<file path="src/rtl/smgr_pkg.sv">
package smgr_pkg;

    typedef enum logic {
        OP_ACQUIRE = 1'b0,
        OP_RELEASE = 1'b1
    } smgr_op_e;

    typedef enum logic {
        LK_FREE = 1'b0,
        LK_HELD = 1'b1
    } lk_state_e;

endpackage

</file>
<file path="src/rtl/smgr_waitq.sv">
module smgr_waitq #(
    parameter int DEPTH = 16,
    parameter int W     = 4
) (
    input  logic         clk,
    input  logic         rst_n,
    input  logic         push,
    input  logic [W-1:0] push_data,
    input  logic         pop,
    output logic [W-1:0] head,
    output logic         empty,
    output logic         full
);
    localparam int PTR_W = (DEPTH > 1) ? $clog2(DEPTH) : 1;
    localparam int CNT_W = $clog2(DEPTH + 1);

    logic [W-1:0]     slots [DEPTH];
    logic [PTR_W-1:0] wr_ptr;
    logic [PTR_W-1:0] rd_ptr;
    logic [CNT_W-1:0] count;

    function automatic logic [PTR_W-1:0] bump(input logic [PTR_W-1:0] p);
        return (p == PTR_W'(DEPTH - 1)) ? '0 : p + 1'b1;
    endfunction

    assign head  = slots[rd_ptr];
    assign empty = (count == '0);
    assign full  = (count == CNT_W'(DEPTH));

    always_ff @(posedge clk) begin
        if (!rst_n) begin
            wr_ptr <= '0;
            rd_ptr <= '0;
            count  <= '0;
        end else begin
            if (push && !full)
                wr_ptr <= bump(wr_ptr);
            if (pop && !empty)
                rd_ptr <= bump(rd_ptr);
            unique case ({push && !full, pop && !empty})
                2'b10:   count <= count + 1'b1;
                2'b01:   count <= count - 1'b1;
                default: count <= count;
            endcase
        end
    end

    always_ff @(posedge clk) begin
        if (push && !full)
            slots[wr_ptr] <= push_data;
    end

endmodule

</file>
<file path="src/rtl/smgr_lock_unit.sv">
module smgr_lock_unit
    import smgr_pkg::*;
#(
    parameter int NUM_CORES = 16,
    parameter int CORE_W    = 4
) (
    input  logic              clk,
    input  logic              rst_n,
    input  logic              hit,
    input  smgr_op_e          op,
    input  logic [CORE_W-1:0] core,
    output logic              held,
    output logic [CORE_W-1:0] owner,
    output logic              fire,
    output logic [CORE_W-1:0] fire_core,
    output logic              bad_rel,
    output logic              self_dl
);
    lk_state_e         state, state_n;
    logic [CORE_W-1:0] owner_n;
    logic              q_push, q_pop, q_empty, q_full;
    logic [CORE_W-1:0] q_head;

    smgr_waitq #(.DEPTH(NUM_CORES), .W(CORE_W)) waitq_i (
        .clk       (clk),
        .rst_n     (rst_n),
        .push      (q_push),
        .push_data (core),
        .pop       (q_pop),
        .head      (q_head),
        .empty     (q_empty),
        .full      (q_full)
    );

    // state register
    always_ff @(posedge clk) begin
        if (!rst_n) begin
            state <= LK_FREE;
            owner <= '0;
        end else begin
            state <= state_n;
            owner <= owner_n;
        end
    end

    // next state and outputs
    always_comb begin
        state_n   = state;
        owner_n   = owner;
        fire      = 1'b0;
        fire_core = '0;
        bad_rel   = 1'b0;
        self_dl   = 1'b0;
        q_push    = 1'b0;
        q_pop     = 1'b0;
        if (hit) begin
            unique case (state)
                LK_FREE: begin
                    if (op == OP_ACQUIRE) begin      // GRANT_IDLE
                        state_n   = LK_HELD;
                        owner_n   = core;
                        fire      = 1'b1;
                        fire_core = core;
                    end else begin                   // BAD_RELEASE
                        bad_rel = 1'b1;
                    end
                end
                LK_HELD: begin
                    if (op == OP_ACQUIRE) begin
                        if (core == owner)
                            self_dl = 1'b1;          // SELF_DEADLOCK
                        else
                            q_push = !q_full;        // ENQUEUE
                    end else if (core != owner) begin
                        bad_rel = 1'b1;              // BAD_RELEASE
                    end else if (q_empty) begin
                        state_n = LK_FREE;           // VACATE
                    end else begin                   // HANDOFF
                        q_pop     = 1'b1;
                        owner_n   = q_head;
                        fire      = 1'b1;
                        fire_core = q_head;
                    end
                end
                default: state_n = LK_FREE;
            endcase
        end
    end

    assign held = (state == LK_HELD);

endmodule

</file>
<file path="src/rtl/smgr_lock_mgr.sv">
module smgr_lock_mgr
    import smgr_pkg::*;
#(
    parameter int NUM_CORES = 16,
    parameter int NUM_LOCKS = 8,
    localparam int CORE_W   = (NUM_CORES > 1) ? $clog2(NUM_CORES) : 1,
    localparam int LOCK_W   = (NUM_LOCKS > 1) ? $clog2(NUM_LOCKS) : 1
) (
    input  logic              clk,
    input  logic              rst_n,
    input  logic              req_valid,
    input  logic [CORE_W-1:0] req_core,
    input  logic [LOCK_W-1:0] req_lock,
    input  logic              req_op,
    output logic              grant_valid,
    output logic [CORE_W-1:0] grant_core,
    output logic [LOCK_W-1:0] grant_lock,
    output logic              bad_release,
    output logic              self_deadlock
);
    logic [NUM_LOCKS-1:0]             hit_v, fire_v, bad_v, dl_v, held_vec;
    logic [NUM_LOCKS-1:0][CORE_W-1:0] fire_core_v, owner_vec;
    logic                             sel_fire, sel_bad, sel_dl;
    logic [CORE_W-1:0]                sel_core;

    for (genvar i = 0; i < NUM_LOCKS; i++) begin : g_lock
        assign hit_v[i] = req_valid && (req_lock == LOCK_W'(i));
        smgr_lock_unit #(.NUM_CORES(NUM_CORES), .CORE_W(CORE_W)) unit_i (
            .clk       (clk),
            .rst_n     (rst_n),
            .hit       (hit_v[i]),
            .op        (smgr_op_e'(req_op)),
            .core      (req_core),
            .held      (held_vec[i]),
            .owner     (owner_vec[i]),
            .fire      (fire_v[i]),
            .fire_core (fire_core_v[i]),
            .bad_rel   (bad_v[i]),
            .self_dl   (dl_v[i])
        );
    end

    always_comb begin
        sel_fire = |fire_v;
        sel_bad  = |bad_v;
        sel_dl   = |dl_v;
        sel_core = '0;
        for (int i = 0; i < NUM_LOCKS; i++)
            if (fire_v[i]) sel_core = fire_core_v[i];
    end

    always_ff @(posedge clk) begin
        if (!rst_n) begin
            grant_valid   <= 1'b0;
            grant_core    <= '0;
            grant_lock    <= '0;
            bad_release   <= 1'b0;
            self_deadlock <= 1'b0;
        end else begin
            grant_valid   <= sel_fire;
            grant_core    <= sel_core;
            grant_lock    <= req_lock;
            bad_release   <= sel_bad;
            self_deadlock <= sel_dl;
        end
    end

endmodule

</file>
<file path="config.mk">
export PLATFORM = sky130hd
export DESIGN_NAME = smgr_lock_mgr
export DESIGN_NICKNAME = d
export VERILOG_FILES = /design/src/rtl/smgr_pkg.sv /design/src/rtl/smgr_waitq.sv /design/src/rtl/smgr_lock_unit.sv /design/src/rtl/smgr_lock_mgr.sv
export SDC_FILE = /design/constraint.sdc
export NUM_CORES = 1
export LEC_CHECK = 0
export ABC_AREA = 1
export CORE_ASPECT_RATIO = 0.8
export CORE_MARGIN = 2
export CORE_UTILIZATION = 60
export DETAILED_ROUTE_END_ITERATION = 6
export DONT_BUFFER_PORTS = 1
export GPL_TIMING_DRIVEN = 0
export HOLD_SLACK_MARGIN = 0.02
export PLACE_DENSITY = 0.78
export SYNTH_ARGS = -nofsm -noshare
export SYNTH_HDL_FRONTEND = slang
export SYNTH_SLANG_ARGS = --single-unit
</file>
<file path="constraint.sdc">
create_clock -name clk -period 6.6 [get_ports clk]
set_input_delay 0.33 -clock clk [delete_from_list [all_inputs] [get_ports clk]]
set_output_delay 0.33 -clock clk [all_outputs]
set_load 0.005 [all_outputs]
</file>
### Yosys cells after proc, flatten, opt, wreduce, memory -nomap -nowiden

Memories as Yosys holds them, arrays and structs flattened. A register that Yosys moved wholly into a read port is not among the register bits.
Cells that the tools add are included.

| word-level totals | value |
|---|---|
| register bits | 154 |
| bits in writable memories | 512 |
| input bits | 11 |
| logic and storage cells | 572 |
| memories | 8 |

| cells by class | value |
|---|---|
| add/subtract/negate cells | 32 |
| eq/ne operators | 95 |
| multiplexer cells | 316 |
| bitwise operators | 8 |
| reductions and logical operators | 68 |

Memories:

| memory | words | width | rd ports | clocked after Yosys merged registers in | write ports | line | RTL |
|---|---|---|---|---|---|---|---|
| g_lock[0].unit_i.waitq_i.slots | 16 | 4 | 1 | 1 | 1 | smgr_waitq.sv:17 | `logic [W-1:0] slots [DEPTH];` |
| g_lock[1].unit_i.waitq_i.slots | 16 | 4 | 1 | 1 | 1 | smgr_waitq.sv:17 |  |
| g_lock[2].unit_i.waitq_i.slots | 16 | 4 | 1 | 1 | 1 | smgr_waitq.sv:17 |  |
| g_lock[3].unit_i.waitq_i.slots | 16 | 4 | 1 | 1 | 1 | smgr_waitq.sv:17 |  |
| g_lock[4].unit_i.waitq_i.slots | 16 | 4 | 1 | 1 | 1 | smgr_waitq.sv:17 |  |
| g_lock[5].unit_i.waitq_i.slots | 16 | 4 | 1 | 1 | 1 | smgr_waitq.sv:17 |  |
| 2 more memories | n/a | n/a | n/a | n/a | n/a | n/a |  |

Operators with widths:

| kind | count |
|---|---|
| two-way mux 4 bit | 98 |
| two-way mux 1 bit | 170 |
| case mux 4 bit (2 select lines) | 16 |
| case mux 5 bit (2 select lines) | 8 |
| adder 4 x 1 -> 4 bit, second input constant | 16 |
| == test 4 bit, second input constant | 16 |
| inequality test 2 bit, second input constant | 32 |
| case mux 1 bit (2 select lines) | 24 |
| adder 5 x 1 -> 5 bit, second input constant | 8 |
| == test 5 bit, second input constant | 8 |
| zero test 5 bit | 8 |
| AND reduction 5 bit | 8 |
| subtractor 5 x 1 -> 5 bit, second input constant | 8 |
| == test 4 bit | 8 |
| inequality test 4 bit | 8 |
| logical AND 1 bit | 24 |
| OR reduction 8 bit | 3 |
| == test 2 x 1 -> 1 bit, second input constant | 8 |
| == test 2 bit, second input constant | 8 |
| zero test 1 bit | 16 |
| nonzero test 2 bit | 8 |
| == test 3 bit, second input constant | 4 |
| NOT 1 bit | 8 |
| == test 3 x 2 -> 1 bit, second input constant | 2 |
| 2 further kinds | 2 |

### Logic depth before layout (Yosys ltp)

| logic depth | value |
|---|---|
| word-level depth | 14 |
| gate-level depth with buffers | 20 |

### Hierarchy

A second synthesis with hierarchy kept.

| second synthesis, totals | value |
|---|---|
| cell total of the unflattened synthesis | 3511 |
| area, all modules | 33375.8 um2 |

By module, submodules not included:

| module | instances | cells an instance | area each (um2) | sequential area each (um2) |
|---|---|---|---|---|
| smgr_waitq at g_lock[4].unit_i.waitq_i ... | 4 | 346 | 3628.5 | 2262.2 |
| smgr_waitq at g_lock[0].unit_i.waitq_i ... | 4 | 348 | 3609.7 | 2262.2 |
| smgr_lock_unit | 8 | 77 | 467.9 | 100.1 |
| smgr_lock_mgr | 1 | 119 | 679.4 | 200.2 |

### Worst setup path after synthesis

No wires, ideal clock.

| path | value |
|---|---|
| path kind | input to register |
| start | in req_core[0] |
| end | reg g_lock[6].unit_i.waitq_i.count[4] |
| library setup time | 0.070 ns |
| arrival | 2.600 ns |
| path slack | 3.930 ns |
| stages on the path | 20 |
| buffers on the path | 2 |
| path through | buf_6 buf_6 xor2_1 a21oi_2 nand2_2 nor2_2 nand3_1 inv_2 nand2_2 inv_1 ha_1 inv_1 fa_1 nor2_1 a211oi_1 nand2_1 nand2_1 nor2_1 o21ai_0 a21oi_1 |

| on the way | value |
|---|---|
| word-level cells in the longest chain between the ends | 8 |
| elaborated cells on any way between the ends | 16 |
| classes of those cells | eq/ne (4); mux (9); reduce/logical (3) |

RTL lines:

| element | line | RTL |
|---|---|---|
| start, declared | smgr_lock_mgr.sv:12 | `input logic [CORE_W-1:0] req_core,` |
| inequality test 4 bit / == test 4 bit (equally long branches) | smgr_lock_unit.sv:74, smgr_lock_unit.sv:70 |  |
| two-way mux 1 bit (on tied branches) | smgr_lock_unit.sv:74, smgr_lock_unit.sv:70 |  |
| two-way mux 1 bit | smgr_lock_unit.sv:69 | `if (op == OP_ACQUIRE) begin` |
| two-way mux 1 bit | smgr_lock_unit.sv:57 | `unique case (state)` |
| two-way mux 1 bit | smgr_lock_unit.sv:56 | `if (hit) begin` |
| logical AND 1 bit | smgr_waitq.sv:40 | `unique case ({push && !full, pop && !empty})` |
| == test 2 x 1 -> 1 bit / == test 2 bit (equally long branches) | smgr_waitq.sv:40 |  |
| case mux 5 bit (2 select lines) / nonzero test 2 bit (equally long branches) | n/a |  |
| end signal, assigned | smgr_waitq.sv:41 | `2'b10: count <= count + 1'b1;` |
| end signal, assigned | smgr_waitq.sv:42 | `2'b01: count <= count - 1'b1;` |
| end signal, assigned | smgr_waitq.sv:43 | `default: count <= count;` |
| end, declared | smgr_waitq.sv:20 | `logic [CNT_W-1:0] count;` |

Several ways; a longest one is shown, not always the timed one.
A chain may end at the register's enable or synchronous reset.

### Worst setup path after layout

| path | value |
|---|---|
| start | reg g_lock[0].unit_i.state |
| end | reg g_lock[0].unit_i.waitq_i.count[4] |

| on the way | value |
|---|---|
| word-level cells in the longest chain between the ends | 5 |
| elaborated cells on any way between the ends | 10 |
| classes of those cells | eq/ne (2); mux (5); reduce/logical (3) |

RTL lines:

| element | line | RTL |
|---|---|---|
| start, declared | smgr_lock_unit.sv:19 | `lk_state_e state, state_n;` |
| start signal, assigned | smgr_lock_unit.sv:41 | `state <= state_n;` |
| two-way mux 1 bit | smgr_lock_unit.sv:57 |  |
| two-way mux 1 bit | smgr_lock_unit.sv:56 |  |
| logical AND 1 bit | smgr_waitq.sv:40 |  |
| == test 2 x 1 -> 1 bit / == test 2 bit (equally long branches) | smgr_waitq.sv:40 |  |
| case mux 5 bit (2 select lines) / nonzero test 2 bit (equally long branches) | n/a |  |
| end signal, assigned | smgr_waitq.sv:41 |  |
| end signal, assigned | smgr_waitq.sv:42 |  |
| end signal, assigned | smgr_waitq.sv:43 |  |
| end, declared | smgr_waitq.sv:20 |  |

Several ways; a longest one is shown, not always the timed one.

==> impl_metrics.py <==
metrics = {
    "sta": {
        "fin_crit_ns": 3.100,
        "slew-limit-headroom": 0.2770,
        "layout_setup_ws_ns": 3.500,
        "timing.hold.ws_ns": 0.08837,
        "finalCritPeriodShare": 0.4697,
        "rsz0062_at_grt": "false",
        "finClkSkew_ns": 0.02781,
        "hold_violations": 0,
        "fmax_ghz": 0.3225,
        "slew_viol_final": 0,
        "setup_violations": 0,
        "fin_tns_setup_ns": 0,
        "worst_pin_slew_ns": 1.084,
    },
    "logic_synthesis": {
        "yosysUniqueCellTypes": 57,
        "synth-seq-area-share": 0.6118,
        "ys_ff_latch": 698,
        "netlist_instances": 3104,
        "syn_avg_cell_area_um2": 10.06,
        "yosys_warnings": 0,
        "synth_nets": 3195,
        "synthesis.area_mm2": 0.03122,
    },
    "cells_and_area": {
        "nets": 3272,
        "final_layout_size_suffix_gt1_frac": 0.07445,
        "fin_area_mm2": 0.03459,
        "area_growth_pct": 10.79,
        "fin_util": 0.6755,
        "final_cell_mix": "edfxtp_1, nand2_1, nor2_1",
        "diodes": 0,
        "layout_commonest_cell": "edfxtp_1",
        "stdcell_count": 3921,
    },
    "power_and_ir_drop": {
        "ir_drop_v": 0.0002321,
        "finalPower_mw": 8.998,
        "p_switching_mw": 1.815,
        "seq_power_share": 0.523,
        "p_comb_frac": 0.021,
        "switching_share": 0.2017,
        "p_per_area_mw_per_mm2": 260.2,
        "internal_power_mw": 7.183,
        "p_leak_nw": 12.87,
        "p_clk_frac": 0.455,
    },
    "place": {
        "gp_congestion": 0.9857,
        "portBuffers": 0,
        "dp_hpwl_mm": 49.03,
        "preCtsSetupSlack_ns": 3.385,
        "dpl.cell_count": 3788,
        "place_area_mm2": 0.03207,
    },
    "route": {
        "vias_per_cell": 5.871,
        "wl_met1_mm": 31.41,
        "wire_per_inst_um": 19.13,
        "num_vias": 23020,
        "wl_met2_mm": 34.14,
        "wl_met3_mm": 7.011,
        "highest_layer": "met5",
        "ant_nets": 0,
        "drtIter0Drc": 2491,
        "drc": 0,
        "finalWirelength_mm": 75.02,
        "first_pass_iters": 6,
    },
    "floorplanning": {
        "io-pin-count": 21,
        "die-area_mm2": 0.05388,
        "core_mm2": 0.05120,
        "start_util": 0.6097,
        "rows": 74,
        "fp.dieH_um": 208.0,
        "fp.dieW_um": 259.0,
    },
    "cts": {
        "path_clk_slew_ns": 0.07,
        "cts_tree": "yes",
        "cts_sinks": 698,
        "clock_path_buffers": 3,
        "clkLatencyLatePin_ns": 0.63,
        "cts_made_buffers": 68,
        "cts_hold_buf": 7,
        "clockRootBuffer": "clkbuf_16",
        "post_cts_buffers": 0,
        "cts.repair.resized": 0,
        "ctsHtreeMaxLevel": 3,
    },
    "setup_path": {
        "critPathKind": "flop to flop",
        "cp_max_fo": 10,
        "cp-start-kind": "flop",
        "arrival_ns": 3.65,
        "worstPathRequired_ns": 7.15,
        "endpoint_kind": "flop",
        "reg2regPathDepth": 15,
    },
    "global_routing": {
        "grt-ovfl-total": 0,
        "grt_max_degree": 129,
        "grt_antenna_before_repair": 1,
        "grt_pass1_wl_mm": 117.9,
        "grt_usage": 0.2794,
        "grt_pass1_vias": 22220,
    },
    "worst_hold_path": {
        "whs_path_depth": 4,
        "hold_path.class": "input pin to flop",
    },
    "outcome": {
        "outcome": "finished, final reports clean",
    },
    "run": {
        "cap_violations": 0,
    },
}
state kept, by name (all words and copies together) (netlist names), named ones only:
name and flops:
grant_valid 1, g_lock.unit_i.waitq_i.rd_ptr 32, g_lock.unit_i.held 8, g_lock.unit_i.owner 32, g_lock.unit_i.waitq_i.wr_ptr 32, grant_core 4
g_lock.unit_i.waitq_i.count 40, grant_lock 3, bad_release 1, self_deadlock 1, g_lock.unit_i.waitq_i.slots 512
cells in the mapped netlist, drive strengths merged:
cell type	count	area (µm²)
fa	8	160.2
or2	5	33.79
a2111oi	1	8.760
o41ai	2	17.52
nor4	4	25.02
a41o	1	10.01
nand4	20	173.9
xnor2	24	217.7
a221oi	1	8.760
o31ai	6	45.04
nand3b	3	22.52
o211ai	108	810.8
o22ai	5	31.28
inv	401	1505
o21a	4	30.03
o32ai	1	8.760
a21o	6	45.04
a311oi	1	15.01
a21oi	158	802.0
nor3	31	192.7
nand2	443	1708
edfxtp	512	15370
buf	52	299.0
xor2	22	192.7
clkinv	1	3.750
nor2	431	1768
mux2i	16	160.2
nor3b	1	7.510
a31oi	5	31.28
o21ai	268	1349
clkbuf	64	240.2
dfxtp	186	3724
nand3	218	1116
ha	72	900.9
a41oi	1	8.760
a211oi	22	170.2
worst paths after layout:
check	start	end	slack [ns]
max	g_lock[0].unit_i.held	g_lock[0].unit_i.waitq_i.count[4]	3.50
min	req_lock[0]	g_lock[4].unit_i.held	0.09
max reg2reg	g_lock[0].unit_i.held	g_lock[0].unit_i.waitq_i.count[4]	3.50
min reg2reg	g_lock[3].unit_i.waitq_i.count[0]	g_lock[3].unit_i.waitq_i.count[0]	0.46
worst max-delay path, cell delays in order, from the launching register on:
cell and delay [ns]:
dfxtp_1 0.40, clkbuf_1 0.44, nand3_1 0.21, nor2_1 0.13
nand2_1 0.17, inv_1 0.14, ha_1 0.24, inv_1 0.11
fa_1 0.49, nor2_1 0.14, a211oi_1 0.06, nand2_1 0.07
nand2_1 0.05, nor2_1 0.12, o21ai_0 0.10, a21oi_1 0.14
layer usage:
metal,GRT usage,vias to the layer above
li1,-,10740
met1,0.3927,10980
met2,0.4309,1107
met3,0.06140,193
met4,0.09827,2
met5,0,-
area by class of cell:
class,instances,area (µm²)
multi-input cells,1888,10070
clock inverters,34,425.4
repair buffers,7,140.1
flip-flops and latches,698,19100
inverters,402,1509
clock buffers,92,1947
well taps,684,855.8
fillers,3755,16620
plain buffers,116,539.3
cell families after synthesis:
| logic type | share of synthesized area |
|---|---|
| mux | 0.005130 |
| fa+ha+maj | 0.03399 |
| compound gates | 0.1087 |
| xor+xnor | 0.01315 |
| flops | 0.6118 |
| simple gates | 0.1617 |
| buf+inv | 0.06561 |
power by group through the flow:
stage / clock network, mW / logic, mW / registers [mW]
CTS: 4.13 / 0.190 / 4.71
floorplan: 0 / 0.0827 / 4.80
finish: 4.10 / 0.192 / 4.71
detailed placement: 0 / 0.124 / 4.80
global placement: 0 / 0.122 / 4.80
global route: 4.31 / 0.206 / 4.71
Note: power is estimated with default switching activity, not from simulation.
